$ cat src/rtl/trig_seq_pkg.sv
package trig_seq_pkg;
  localparam int unsigned N_CH   = 4;
  localparam int unsigned CODE_W = 4;
  localparam int unsigned N_SEQ  = 3;
  localparam int unsigned N_REG  = N_SEQ + 1;
  localparam int unsigned ADDR_W = $clog2(N_REG);
  localparam int unsigned ST_W   = 3;

  typedef enum logic [ST_W-1:0] {
    ST_IDLE  = 3'd0,
    ST_ONE   = 3'd1,
    ST_TWO   = 3'd2,
    ST_THREE = 3'd3,
    ST_FINAL = 3'd4
  } seq_state_e;

  typedef enum logic [1:0] {
    GO_NONE,
    GO_ALT_A,
    GO_ALT_B,
    GO_FINAL
  } go_e;

  // route taken by one channel under a given code
  function automatic go_e code_route(input logic [CODE_W-1:0] code, input int ch);
    go_e r;
    r = GO_NONE;
    case (code)
      4'd1:  if (ch == 0) r = GO_ALT_A;
      4'd2:  if (ch == 1) r = GO_ALT_A;
      4'd3:  if (ch == 0) r = GO_ALT_B;
      4'd4:  if (ch == 1) r = GO_ALT_B;
      4'd5:  if (ch == 2) r = GO_ALT_B;
      4'd6:  if (ch == 1) r = GO_ALT_A; else if (ch == 3) r = GO_ALT_B;
      4'd7:  if (ch == 0) r = GO_FINAL;
      4'd8:  if (ch == 1) r = GO_FINAL;
      4'd9:  if (ch == 2) r = GO_FINAL;
      4'd10: if (ch == 3) r = GO_FINAL;
      4'd11: r = GO_FINAL;
      4'd12: r = GO_ALT_A;
      4'd13: r = GO_ALT_B;
      4'd14: if (ch == 2) r = GO_FINAL; else if (ch == 0) r = GO_ALT_B;
      4'd15: if (ch == 3) r = GO_FINAL; else if (ch == 1) r = GO_ALT_A;
      default: r = GO_NONE;
    endcase
    return r;
  endfunction
endpackage

$ cat src/rtl/trig_seq_cfg.sv
module trig_seq_cfg
  import trig_seq_pkg::*;
(
  input  logic                          clk_i,
  input  logic                          rst_ni,
  input  logic                          armed_i,
  input  logic                          we_i,
  input  logic [ADDR_W-1:0]             waddr_i,
  input  logic [CODE_W-1:0]             wdata_i,
  input  logic [ADDR_W-1:0]             raddr_i,
  output logic [CODE_W-1:0]             rdata_o,
  output logic [N_SEQ-1:0][CODE_W-1:0]  code_o,
  output logic [N_CH-1:0]               en_o
);
  logic [N_REG-1:0][CODE_W-1:0] regs_q;

  always_ff @(posedge clk_i or negedge rst_ni) begin
    if (!rst_ni) regs_q <= '0;
    else if (we_i && !armed_i) regs_q[waddr_i] <= wdata_i;
  end

  for (genvar g = 0; g < N_SEQ; g++) begin : g_code
    assign code_o[g] = regs_q[g];
  end
  assign en_o    = N_CH'(regs_q[N_REG-1]);
  assign rdata_o = regs_q[raddr_i];

  assert_cfg_locked_R10: assert property (@(posedge clk_i) disable iff (!rst_ni)
    armed_i |=> $stable(regs_q));
endmodule

$ cat src/rtl/trig_seq_route.sv
module trig_seq_route
  import trig_seq_pkg::*;
#(
  parameter int HOME = 1
) (
  input  logic [CODE_W-1:0] code_i,
  input  logic [N_CH-1:0]   hit_i,
  output logic              fin_o,
  output logic              step_o,
  output logic [ST_W-1:0]   nxt_o
);
  localparam logic [ST_W-1:0] ALT_A = (HOME == 1) ? ST_TWO : ST_ONE;
  localparam logic [ST_W-1:0] ALT_B = (HOME == 3) ? ST_TWO : ST_THREE;

  go_e route [N_CH];

  always_comb begin
    for (int c = 0; c < N_CH; c++) route[c] = code_route(code_i, c);
  end

  always_comb begin
    fin_o  = 1'b0;
    step_o = 1'b0;
    nxt_o  = '0;
    // walk downward so the lowest channel is written last
    for (int c = N_CH - 1; c >= 0; c--) begin
      if (hit_i[c] && (route[c] == GO_ALT_A || route[c] == GO_ALT_B)) begin
        step_o = 1'b1;
        nxt_o  = (route[c] == GO_ALT_A) ? ALT_A : ALT_B;
      end
    end
    for (int c = 0; c < N_CH; c++) begin
      if (hit_i[c] && route[c] == GO_FINAL) fin_o = 1'b1;
    end
  end
endmodule

$ cat src/rtl/trig_seq_fsm.sv
module trig_seq_fsm
  import trig_seq_pkg::*;
(
  input  logic                        clk_i,
  input  logic                        rst_ni,
  input  logic                        arm_i,
  input  logic                        disarm_i,
  input  logic [N_SEQ-1:0]            fin_i,
  input  logic [N_SEQ-1:0]            step_i,
  input  logic [N_SEQ-1:0][ST_W-1:0]  nxt_i,
  output logic [ST_W-1:0]             state_o,
  output logic                        armed_o,
  output logic                        trig_o
);
  seq_state_e      state_q, state_d;
  logic            armed_q, armed_d, trig_q, trig_d;
  logic            cur_fin, cur_step;
  logic [ST_W-1:0] cur_nxt;

  always_comb begin
    cur_fin  = 1'b0;
    cur_step = 1'b0;
    cur_nxt  = '0;
    case (state_q)
      ST_ONE:   begin cur_fin = fin_i[0]; cur_step = step_i[0]; cur_nxt = nxt_i[0]; end
      ST_TWO:   begin cur_fin = fin_i[1]; cur_step = step_i[1]; cur_nxt = nxt_i[1]; end
      ST_THREE: begin cur_fin = fin_i[2]; cur_step = step_i[2]; cur_nxt = nxt_i[2]; end
      default:  ;
    endcase
  end

  always_comb begin
    state_d = state_q;
    armed_d = armed_q;
    trig_d  = 1'b0;
    if (disarm_i) begin
      state_d = ST_IDLE;
      armed_d = 1'b0;
    end else if (arm_i && !armed_q) begin
      state_d = ST_ONE;
      armed_d = 1'b1;
    end else if (armed_q) begin
      if (cur_fin) begin
        state_d = ST_FINAL;
        armed_d = 1'b0;
        trig_d  = 1'b1;
      end else if (cur_step) begin
        state_d = seq_state_e'(cur_nxt);
      end
    end
  end

  always_ff @(posedge clk_i or negedge rst_ni) begin
    if (!rst_ni) begin
      state_q <= ST_IDLE;
      armed_q <= 1'b0;
      trig_q  <= 1'b0;
    end else begin
      state_q <= state_d;
      armed_q <= armed_d;
      trig_q  <= trig_d;
    end
  end

  assign state_o = state_q;
  assign armed_o = armed_q;
  assign trig_o  = trig_q;

  assert_disarm_idle_R3: assert property (@(posedge clk_i) disable iff (!rst_ni)
    disarm_i |=> (state_q == ST_IDLE && !armed_q));
  assert_arm_start_R2: assert property (@(posedge clk_i) disable iff (!rst_ni)
    (arm_i && !disarm_i && !armed_q) |=> (state_q == ST_ONE && armed_q));
  assert_trig_entry_R9: assert property (@(posedge clk_i) disable iff (!rst_ni)
    trig_q |-> (state_q == ST_FINAL && !armed_q));
  assert_final_hold_R9: assert property (@(posedge clk_i) disable iff (!rst_ni)
    (state_q == ST_FINAL && !arm_i && !disarm_i) |=> (state_q == ST_FINAL && !trig_q));
  assert_unrouted_hold_R8: assert property (@(posedge clk_i) disable iff (!rst_ni)
    (armed_q && !cur_fin && !cur_step && !disarm_i) |=> $stable(state_q));
endmodule

$ cat src/rtl/trig_seq_top.sv
module trig_seq_top
  import trig_seq_pkg::*;
(
  input  logic              clk_i,
  input  logic              rst_ni,
  input  logic              arm_i,
  input  logic              disarm_i,
  input  logic [N_CH-1:0]   match_i,
  input  logic              cfg_we_i,
  input  logic [ADDR_W-1:0] cfg_addr_i,
  input  logic [CODE_W-1:0] cfg_wdata_i,
  input  logic [ADDR_W-1:0] cfg_raddr_i,
  output logic [CODE_W-1:0] cfg_rdata_o,
  output logic [ST_W-1:0]   state_o,
  output logic              armed_o,
  output logic              trig_o
);
  logic [N_SEQ-1:0][CODE_W-1:0] code;
  logic [N_CH-1:0]              en, hit;
  logic [N_SEQ-1:0]             fin, step;
  logic [N_SEQ-1:0][ST_W-1:0]   nxt;

  trig_seq_cfg u_cfg (
    .clk_i   (clk_i),
    .rst_ni  (rst_ni),
    .armed_i (armed_o),
    .we_i    (cfg_we_i),
    .waddr_i (cfg_addr_i),
    .wdata_i (cfg_wdata_i),
    .raddr_i (cfg_raddr_i),
    .rdata_o (cfg_rdata_o),
    .code_o  (code),
    .en_o    (en)
  );

  assign hit = match_i & en;

  for (genvar g = 0; g < N_SEQ; g++) begin : g_route
    trig_seq_route #(.HOME(g + 1)) u_route (
      .code_i (code[g]),
      .hit_i  (hit),
      .fin_o  (fin[g]),
      .step_o (step[g]),
      .nxt_o  (nxt[g])
    );
  end

  trig_seq_fsm u_fsm (
    .clk_i    (clk_i),
    .rst_ni   (rst_ni),
    .arm_i    (arm_i),
    .disarm_i (disarm_i),
    .fin_i    (fin),
    .step_i   (step),
    .nxt_i    (nxt),
    .state_o  (state_o),
    .armed_o  (armed_o),
    .trig_o   (trig_o)
  );
endmodule

$ cat config.mk
export PLATFORM = sky130hd
export DESIGN_NAME = trig_seq_top
export DESIGN_NICKNAME = d
export VERILOG_FILES = /design/src/rtl/trig_seq_pkg.sv /design/src/rtl/trig_seq_cfg.sv /design/src/rtl/trig_seq_route.sv /design/src/rtl/trig_seq_fsm.sv /design/src/rtl/trig_seq_top.sv
export SDC_FILE = /design/constraint.sdc
export NUM_CORES = 1
export LEC_CHECK = 0
export ABC_CLOCK_PERIOD_IN_PS = 2850
export BUFFER_PORTS_ARGS = -buffer_cell sky130_fd_sc_hd__buf_2
export CAP_MARGIN = 20
export CORE_MARGIN = 5
export CORE_UTILIZATION = 45
export DETAILED_ROUTE_END_ITERATION = 10
export GPL_TIMING_DRIVEN = 0
export PLACE_DENSITY = 0.66
export SETUP_SLACK_MARGIN = 0.1
export SLEW_MARGIN = 20
export SYNTH_ARGS = -nofsm -noshare
export SYNTH_HDL_FRONTEND = slang
export SYNTH_SLANG_ARGS = --single-unit
$ cat constraint.sdc
create_clock -name clk_i -period 2.85 [get_ports clk_i]
set_input_delay 0.855 -clock clk_i [delete_from_list [all_inputs] [get_ports clk_i]]
set_output_delay 0.855 -clock clk_i [all_outputs]
set_load 0.005 [all_outputs]
==> results.md, run 1 <==
- Syn_nets: 325
- Peak supply drop: 0.321 mV
- Worst Tran Pin Value: 0.496 ns
- Port buffer count: 25
- Minimum clock period: 2.58 ns
- Post-Syn Area: 2410 sq um
- Mux cell area share after synthesis: 9.59%
- Worst-Skew Late Latency: 0.26 ns
- Die area: 6930 sq um
- Total wire length: 5870 microns
- Critical-path top delay cell: dfrtp_2
- CP max FO: 8
- Cell taking the most area after synthesis: dfrtp_1
- DR pass1 iterations: 4
- Pwr Density: 606 nW/um^2
- Top-count cell post-synth: ha_1
- Run status: finished, final reports clean
- Critical path's top delay family: simple AND/OR/NAND/NOR gates
- Largest cells by area after synthesis: dfrtp_1 (22%), ha_1 (12%), mux2_2 (4.7%), o21ai_0 (4.1%), nand3_1 (3.9%)
- Min-delay worst type: primary input to async pin
- Core Util, Final: 53.4%
- FF+latch area: 528 sq um
- Vias per cell: 5.64
- Total track usage: 17.2%
- Via count: 2172
- Num Clock Sinks: 21
- GRT Residual Overflow: 0
- Leak: 1.27 nW
- CTS tree: built
- Drt wl/cell: 15.3 microns
- Adder-Cell Fraction of Synth Area: 12.4%
- Post-synth top area share: 21.8%
- Synth Area in Compound Gates: 19.9%
- First-pass GRT wire length: 9990 microns
- Top cells by count, synth: ha_1 (24), dfrtp_1 (21), nor2_1 (21)
- Final Slew Violations: 0
- Post-synth EDFFs: 0
- Crit. End Element: register
- P&R area growth vs syn: 14.5%
- Initial antenna violation count: 0
- Finished Layout Cells: 385
- Cts bufs inserted: 3
- Yosys cell types: 62
- Max stage delay on crit path: 0.40 ns
- Number of fill cells: 480
- Yosys warnings: 0
- Area of the multi-input gates: 1790 sq um
- Worst path required time: 2.99 ns
- Initial Util: 46.7%
- Sequential area share after synthesis: 21.8%
- Largest net degree at the start of global routing: 22
- # DRC: 0
- RePlAce Congestion: 0.877
- Root Buffer: clkbuf_8
- CTS Buffer Depth: 2
- Vias in the first global route: 2119
- CP arrival: 2.72 ns
- Setup ws final: 0.269 ns
- Placed cell count: 379
- Largest family of logic cells by synthesized area: simple AND/OR/NAND/NOR gates
- CP startpoint kind: register
- Die Width: 83.2 microns
- Final Setup Violations: 0
- Fmax: 387 MHz
- Hpwl dp: 4630 microns
- Syn_area_per_cell: 8.50 sq um
- Share of layout cells above drive strength 1: 26.0%
- # IOs: 26
- ANT nets after route: 0
- # nets final: 357
- RSZ-0062 raised after global routing: false
- Worst slew margin: 66.9%
- Post-synth top flop: dfrtp_1
- Xor/xnor share of the synthesized area: 5.08%
- CTS HTree Levels: 1
- Post-place setup slack: -0.0351 ns
- Simple-Gate Fraction of Synth Area: 24.9%
- FF+latch count, synth: 21
- Clock skew: 0.00297 ns
- Bufs and invs on worst path: 1
- Ys async rst share: 100%
- Post-route setup TNS: 0 ns
- CTS clk-pin slew, worst paths: 0.09 ns
- Drt initial violations: 158
- Max cap viols: 0
- Final Power: 1.67 mW
- Final Hold Fails: 0
- Antenna cells: 0
- Row cnt: 26
- Core Region: 5170 sq um
- Cell Chain, Critical Path: clkinv_2 -> or3_1 -> o21ai_0 -> nand2_1 -> o31a_1 -> ha_1 -> and3b_1 -> nor4_4 -> nor3_1 -> o311ai_1 -> o22ai_1
- Syn Inst Count: 284
- Die Y: 83.2 microns
- Fin crit share: 90.6%
- Critical path class: register to register
## path summary, 6_finish.rpt
| path | startpoint | to | slack, ns | cells after the start |
|---|---|---|---|---|
| setup / recovery | u_cfg.code_o[4] | u_fsm.state_o[0] | 0.27 | 11 |
| hold / removal | rst_ni | u_cfg.code_o[4] | 0.55 | 1 |
| setup reg to reg | u_cfg.code_o[4] | u_fsm.state_o[0] | 0.27 | 11 |
| hold reg to reg | u_cfg.code_o[3] | u_cfg.code_o[3] | 0.64 | 2 |
| max in group asynchronous | rst_ni | u_cfg.code_o[8] | 1.94 | 1 |
| min in group clk_i | u_cfg.code_o[3] | u_cfg.code_o[3] | 0.64 | 2 |
## worst register-to-register path, cell delays in order (launching register included)
cell and delay [ns]:
dfrtp_2 0.40, clkinv_2 0.13, or3_1 0.36, o21ai_0 0.08
nand2_1 0.09, o31a_1 0.11, ha_1 0.27, and3b_1 0.22
nor4_4 0.18, nor3_1 0.09, o311ai_1 0.38, o22ai_1 0.15
## layer usage
metal	wire (microns)	GRT usage, %
met5	0	0
met3	163	1.88
met4	31	4.31
met1	2850	23.0
met2	2830	29.3
## metrics by stage
step                area, sq um  hold slack, ns
floorplan                  2410           0.559
global placement           2630           0.599
detailed placement         2630           0.615
CTS                        2680           0.563
global route               2760           0.576
finish                     2760           0.546
## power breakdown
| group | internal (mW) | switching [mW] |
|---|---|---|
| sequential | 0.353 | 0.0485 |
| combinational | 0.486 | 0.581 |
| clock | 0.0988 | 0.107 |
## what timing repair did
item / CTS / global route
pin swaps: 0 / 4
setup endpoints to repair: 3 / 3
hold buffers: 0 / 0
gates resized for setup: 5 / 26
buffers inserted: 0 / 2
## kinds of logic (layout without fill, tap and decap cells)
group | count (synthesis) | in the layout
AO/OA/AOI/OAI | 66 | 66
buffers and inverters | 37 | 68
flip-flops | 21 | 21
XOR/XNOR | 14 | 14
multiplexers | 16 | 16
adder cells (fa/ha/maj) | 24 | 24
AND/OR/NAND/NOR | 106 | 106
## area by class of cell
type	instances	share of cell area [%]
Clock buffer	3	1.49
Clock inverter	1	0.272
Tap cell	70	3.17
Sequential cell	21	19.1
Timing Repair Buffer	27	5.07
Inverter	23	3.17
Multi-Input combinational cell	226	64.7
Buffer	14	2.99
## sequential cells by signal (all words and copies together), names as in the netlist
name and cells:
u_cfg.en_o 4, u_fsm.armed_o 1, u_fsm.trig_o 1, u_fsm.state_o 3, u_cfg.code_o 12
## placed cells by master, fill, tap and decap left out, types with 3 or more instances in the layout
cell      instances
dfrtp_1          19
xnor2_1           7
ha_1             24
nor2b_1           7
nand3b_1          4
o21a_1            3
clkbuf_2          5
o22ai_1           5
a21o_1            3
nor3_1            3
and2_1            4
nand2_1          19
xor2_1            7
nand3_1          19
a21oi_1           9
clkbuf_8          3
nand2b_1          5
inv_1            20
nand3b_2          3
mux2_2           10
buf_2            29
o21ai_0          20
buf_4             4
and3b_1           4
nor2_1           21
mux4_2            3
Power figures use the tool's default switching activity.
==> run 2, diff against run 1 <==
- CTS_BUF_LIST: unset -> sky130_fd_sc_hd__clkbuf_16
==> results.md, run 2 (same netlist as run 1, synthesis figures left out) <==
- Run status: finished, final reports clean
- GRT Residual Overflow: 0 (unchanged)
- Drt initial violations: 148 (-6.3%)
- Post-Layout Inst Area: 2790 sq um (+1.0%)
- # IOs: 26 (unchanged)
- R2R setup slack: 0.21 ns (-0.06 ns)
- Minimum clock period: 2.64 ns (+0.0616 ns)
- Min-delay worst type: primary input to async pin
- Placed inst area: 2630 sq um (unchanged)
- Root Buffer: clkbuf_16
- Pwr Density: 637 nW/um^2 (+5.2%)
- Die area: 6930 sq um (unchanged)
- ANT nets after route: 0 (unchanged)
- Worst-Skew Late Latency: 0.26 ns (about the same)
- CP startpoint kind: register
- Post-route setup TNS: 0 ns (unchanged)
- CTS Buffer Depth: 2 (unchanged)
- Fmax: 378 MHz (-2.3%)
- Number of fill cells: 466 (-2.9%)
- Leak: 1.29 nW (+1.1%)
- Core Region: 5170 sq um (unchanged)
- Vias in the first global route: 2115 (-0.19%)
- Share of layout cells above drive strength 1: 25.7% (-0.32 points)
- Worst R2R Path Depth: 10 (-1)
- CTS tree: built
- Commonest cells after routing, fill and taps aside: buf_2 (29), ha_1 (24), nor2_1 (21)
- # DRC: 0 (unchanged)
- # nets final: 357 (unchanged)
- Cts bufs inserted: 3 (unchanged)
- Max cap viols: 0 (unchanged)
- Reg-to-reg endpoint: u_fsm.state_o[1]
- Critical path class: register to register
- Crit path from: u_cfg.code_o[7]
- CTS HTree Levels: 1 (unchanged)
- P&R area growth vs syn: 15.7%
- DR pass1 iterations: 4 (unchanged)
- Vias per cell: 5.67 (+0.46%)
- Drt wl/cell: 15.5 microns (+1.3%)
- Crit. End Element: register
- Commonest non-fill, non-tap cell in the layout: buf_2
- Num Clock Sinks: 21 (unchanged)
- CP Capture Point: u_fsm.state_o[1]
- Fin crit share: 92.7% (+2.2 points)
- Hold Slack: 0.554 ns (+0.00799 ns)
- Worst slew margin: 67.2% (+0.33 points)
- Die Width: 83.2 microns (unchanged)
- Final Hold Fails: 0 (unchanged)
- Initial Util: 46.7% (unchanged)
- Largest net degree at the start of global routing: 22 (unchanged)
- Clock skew: 0.00169 ns (-0.00128 ns)
- Worst Tran Pin Value: 0.491 ns (-0.00497 ns)
- RSZ-0062 raised after global routing: true
- Total wire length: 5950 microns (+1.3%)
- Final Power: 1.78 mW (+6.3%)
- FF-to-FF Start: u_cfg.code_o[7]
- Peak supply drop: 0.354 mV (+10%)
- CP max FO: 10 (+2)
- CTS clk-pin slew, worst paths: 0.06 ns (-0.03 ns)
- First-pass GRT wire length: 9990 microns (unchanged)
- Port buffer count: 25 (unchanged)
- Hpwl dp: 4630 microns (unchanged)
- Final Setup Violations: 0 (unchanged)
- Worst path required time: 2.98 ns (about the same)
- Via count: 2182 (+0.46%)
- Die Y: 83.2 microns (unchanged)
- RePlAce Congestion: 0.877 (unchanged)
- Max reg flops: 12 (unchanged)
- Total track usage: 17.2% (+0.075 points)
- Antenna cells: 0 (unchanged)
- CP arrival: 2.77 ns (+0.05 ns)
- Row cnt: 26 (unchanged)
- Initial antenna violation count: 0 (unchanged)
- Final Slew Violations: 0 (unchanged)
[run 2: repair_timing]
item,CTS,global route
endpoints found under the hold margin,0,0
resized for setup,5,24
setup buffers,0,2
endpoints found under the setup margin,3,3
hold buffers,0,0
pin swaps,0,5
[run 2: where the power goes]
| group | internal, mW | total [mW] | switching (mW) |
|---|---|---|---|
| Clock | 0.190 | 0.310 | 0.120 |
| Sequential | 0.354 | 0.403 | 0.0485 |
| Combinational | 0.485 | 1.07 | 0.582 |
[run 2: how the worst min path moves through the flow]
stage	from	endpoint	slack, ns	depth (start not counted)
CTS	rst_ni	u_cfg.code_o[6]	0.58	1
detailed placement	u_cfg.code_o[3]	u_cfg.code_o[3]	0.62	2
finish	rst_ni	u_cfg.code_o[4]	0.55	1
global route	rst_ni	u_cfg.en_o[0]	0.59	1
floorplan	rst_ni	u_cfg.code_o[0]	0.56	0
global placement	u_cfg.code_o[3]	u_cfg.code_o[3]	0.60	2
[run 2: layout make-up]
class                           instances  area, sq um  share of cell area, %
Sequential cell                        21          528                   18.9
Clock inverter                          1         7.51                  0.269
Clock buffer                            3         75.1                   2.69
Timing Repair Buffer                   27          140                   5.02
Tap cell                               70         87.6                   3.14
Multi-Input combinational cell        226         1780                   63.9
Buffer                                 14         82.6                   2.96
Inverter                               23         87.6                   3.14
[run 2: layer usage]
layer | part of all wire [%] | vias to the layer above | global-route usage, %
li1 | - | 1096 | -
met1 | 47 | 1039 | 22.9
met2 | 49 | 43 | 29.5
met3 | 3.1 | 4 | 2.18
met4 | 0.74 | 0 | 4.31
met5 | 0 | - | 0
[run 2: metrics by stage]
step / util [%] / std cells / worst slack [ns]
2_1_floorplan: - / 284 / 0.328
3_3_place_gp: 50.8 / 379 / -0.0229
3_5_place_dp: 50.8 / 379 / -0.0351
4_1_cts: 52.5 / 383 / 0.132
5_1_grt: 54.0 / 385 / 0.0369
6_report: 54.0 / 385 / 0.207
[run 2: worst max-delay path, cell delays in order, from the launching register on]
cell	delay [ns]
dfrtp_1	0.46
clkbuf_4	0.22
nor3_1	0.27
a21oi_2	0.07
o22ai_2	0.19
ha_1	0.20
and3b_1	0.21
nor4_4	0.30
nor3_1	0.09
o311ai_1	0.37
o22ai_1	0.14
==> run 3, diff against run 2 <==
- PLACE_DENSITY: 0.66 -> unset
- PLACE_DENSITY_LB_ADDON: unset -> 0.25
- TNS_END_PERCENT: unset -> 20
==> results.md, run 3 (same netlist as run 1, synthesis figures left out) <==
- Worst slew margin: 67.3% (about the same)
- Final Hold Fails: 0 (unchanged)
- # DRC: 0 (unchanged)
- Vias in the first global route: 2067 (-2.3%)
- Max reg flops: 12 (unchanged)
- Final Power: 1.78 mW (-0.15%)
- Critical path class: register to register
- Cts bufs inserted: 3 (unchanged)
- Max cap viols: 0 (unchanged)
- Largest net degree at the start of global routing: 22 (unchanged)
- Port buffer count: 25 (unchanged)
- Worst Tran Pin Value: 0.491 ns (-0.000126 ns)
- Hold buffer count at cts: 0 (unchanged)
- Leak: 1.28 nW (-0.81%)
- Worst R2R Path Depth: 10 (unchanged)
- CTS Buffer Depth: 2 (unchanged)
- Clock skew: 0.00113 ns (-0.000556 ns)
- Total wire length: 5960 microns (+0.13%)
- Vias per cell: 5.59 (-1.4%)
- Crit. End Element: register
- Peak supply drop: 0.372 mV (+5.0%)
- Root Buffer: clkbuf_16
- Minimum clock period: 2.62 ns (-0.0177 ns)
- ANT nets after route: 0 (unchanged)
- Initial antenna violation count: 0 (unchanged)
- RePlAce Congestion: 0.864 (-1.6%)
- Die Y: 83.2 microns (unchanged)
- Commonest non-fill, non-tap cell in the layout: buf_2
- Antenna cells: 0 (unchanged)
- CTS tree: built
- Number of fill cells: 484 (+3.9%)
- Via count: 2140 (-1.9%)
- Final Setup Violations: 0 (unchanged)
- Final Slew Violations: 0 (unchanged)
- CTS clk-pin slew, worst paths: 0.06 ns (about the same)
- Core Util, Final: 53.8% (-0.15 points)
- Row cnt: 26 (unchanged)
- Fin crit share: 92.1% (-0.62 points)
- Num Clock Sinks: 21 (unchanged)
- # IOs: 26 (unchanged)
- CP arrival: 2.76 ns (about the same)
- GRT Residual Overflow: 0 (unchanged)
- Pwr Density: 638 nW/um^2 (+0.12%)
- P&R area growth vs syn: 15.3%
- Min-delay worst type: primary input to async pin
- Drt initial violations: 139 (-6.1%)
- Die Width: 83.2 microns (unchanged)
- Commonest cells after routing, fill and taps aside: buf_2 (29), ha_1 (24), nor2_1 (21)
- CTS HTree Levels: 1 (unchanged)
- Post-route setup TNS: 0 ns (unchanged)
- Total track usage: 17.5% (+0.22 points)
- Fmax: 381 MHz (+0.67%)
- Initial Util: 46.7% (unchanged)
- Core Region: 5170 sq um (unchanged)
- CP startpoint kind: register
- Worst-Skew Late Latency: 0.26 ns (about the same)
- RSZ-0062 raised after global routing: false
- CP max FO: 10 (unchanged)
- DR pass1 iterations: 4 (unchanged)
- Share of layout cells above drive strength 1: 25.9% (+0.16 points)
- # nets final: 355 (-0.56%)
- Run status: finished, final reports clean
- Worst path required time: 2.98 ns (about the same)
- Die area: 6930 sq um (unchanged)
- First-pass GRT wire length: 9990 microns (unchanged)
- Hpwl dp: 4590 microns (-0.91%)
- R2R setup slack: 0.23 ns (+0.02 ns)
- Drt wl/cell: 15.6 microns (+0.66%)
==> run 3: worst max-delay path, stage by stage, from the launching register on <==
cell and delay [ns]:
dfrtp_1 0.38, clkbuf_2 0.19, nor2b_1 0.16, o21ai_0 0.14
o21a_1 0.17, ha_1 0.23, nand3b_2 0.28, mux2_4 0.34
a31o_1 0.24, a221oi_2 0.27, o22ai_1 0.10
==> run 3: area by class of cell <==
| cell class | count | area (sq um) | area share, % |
|---|---|---|---|
| multi-input cells | 226 | 1790 | 64.3 |
| flip-flops and latches | 21 | 529 | 19.0 |
| repair buffers | 25 | 125 | 4.49 |
| inverters | 23 | 88.8 | 3.19 |
| well taps | 70 | 87.6 | 3.15 |
| plain buffers | 14 | 80.1 | 2.88 |
| clock buffers | 3 | 75.1 | 2.70 |
| clock inverters | 1 | 7.51 | 0.270 |
==> run 3: repair_timing <==
action	4_1_cts	5_1_grt
endpoints found under the setup margin	3	3
pin swaps	0	3
buffers inserted	0	0
gates cloned	0	0
resized for setup	5	26
==> run 3: path summary, 6_finish.rpt <==
check / from / end
worst max-delay path: u_cfg.code_o[10] / u_fsm.state_o[0]
worst min-delay path: rst_ni / u_cfg.en_o[0]
worst max register to register: u_cfg.code_o[10] / u_fsm.state_o[0]
worst min register to register: u_cfg.code_o[3] / u_cfg.code_o[3]
max in group asynchronous: rst_ni / u_cfg.code_o[7]
min in group clk_i: u_cfg.code_o[3] / u_cfg.code_o[3]
==> run 3: through the flow <==
step / hold slack (ns) / setup slack, ns / std cells / instance area (sq um)
floorplan: 0.559 / 0.328 / 284 / 2410
global placement: 0.602 / -0.0166 / 379 / 2630
detailed placement: 0.627 / -0.00266 / 379 / 2630
CTS: 0.571 / 0.101 / 383 / 2720
global route: 0.601 / 0.107 / 383 / 2780
finish: 0.555 / 0.225 / 383 / 2780
==> run 3: per-layer routing <==
layer	global-route usage, %	part of all wire [%]	vias to the layer above
met3	1.98	3.2	6
met5	0	0	-
met4	4.01	1.0	0
li1	-	-	1082
met1	23.6	48	1015
met2	29.8	47	37
==> run 3: where the power goes <==
| group | leakage, nW | switching, mW | internal (mW) |
|---|---|---|---|
| clock | 0.0371 | 0.121 | 0.190 |
| combinational | 0.982 | 0.582 | 0.477 |
| sequential | 0.257 | 0.0512 | 0.355 |
| total | 1.28 | 0.754 | 1.02 |
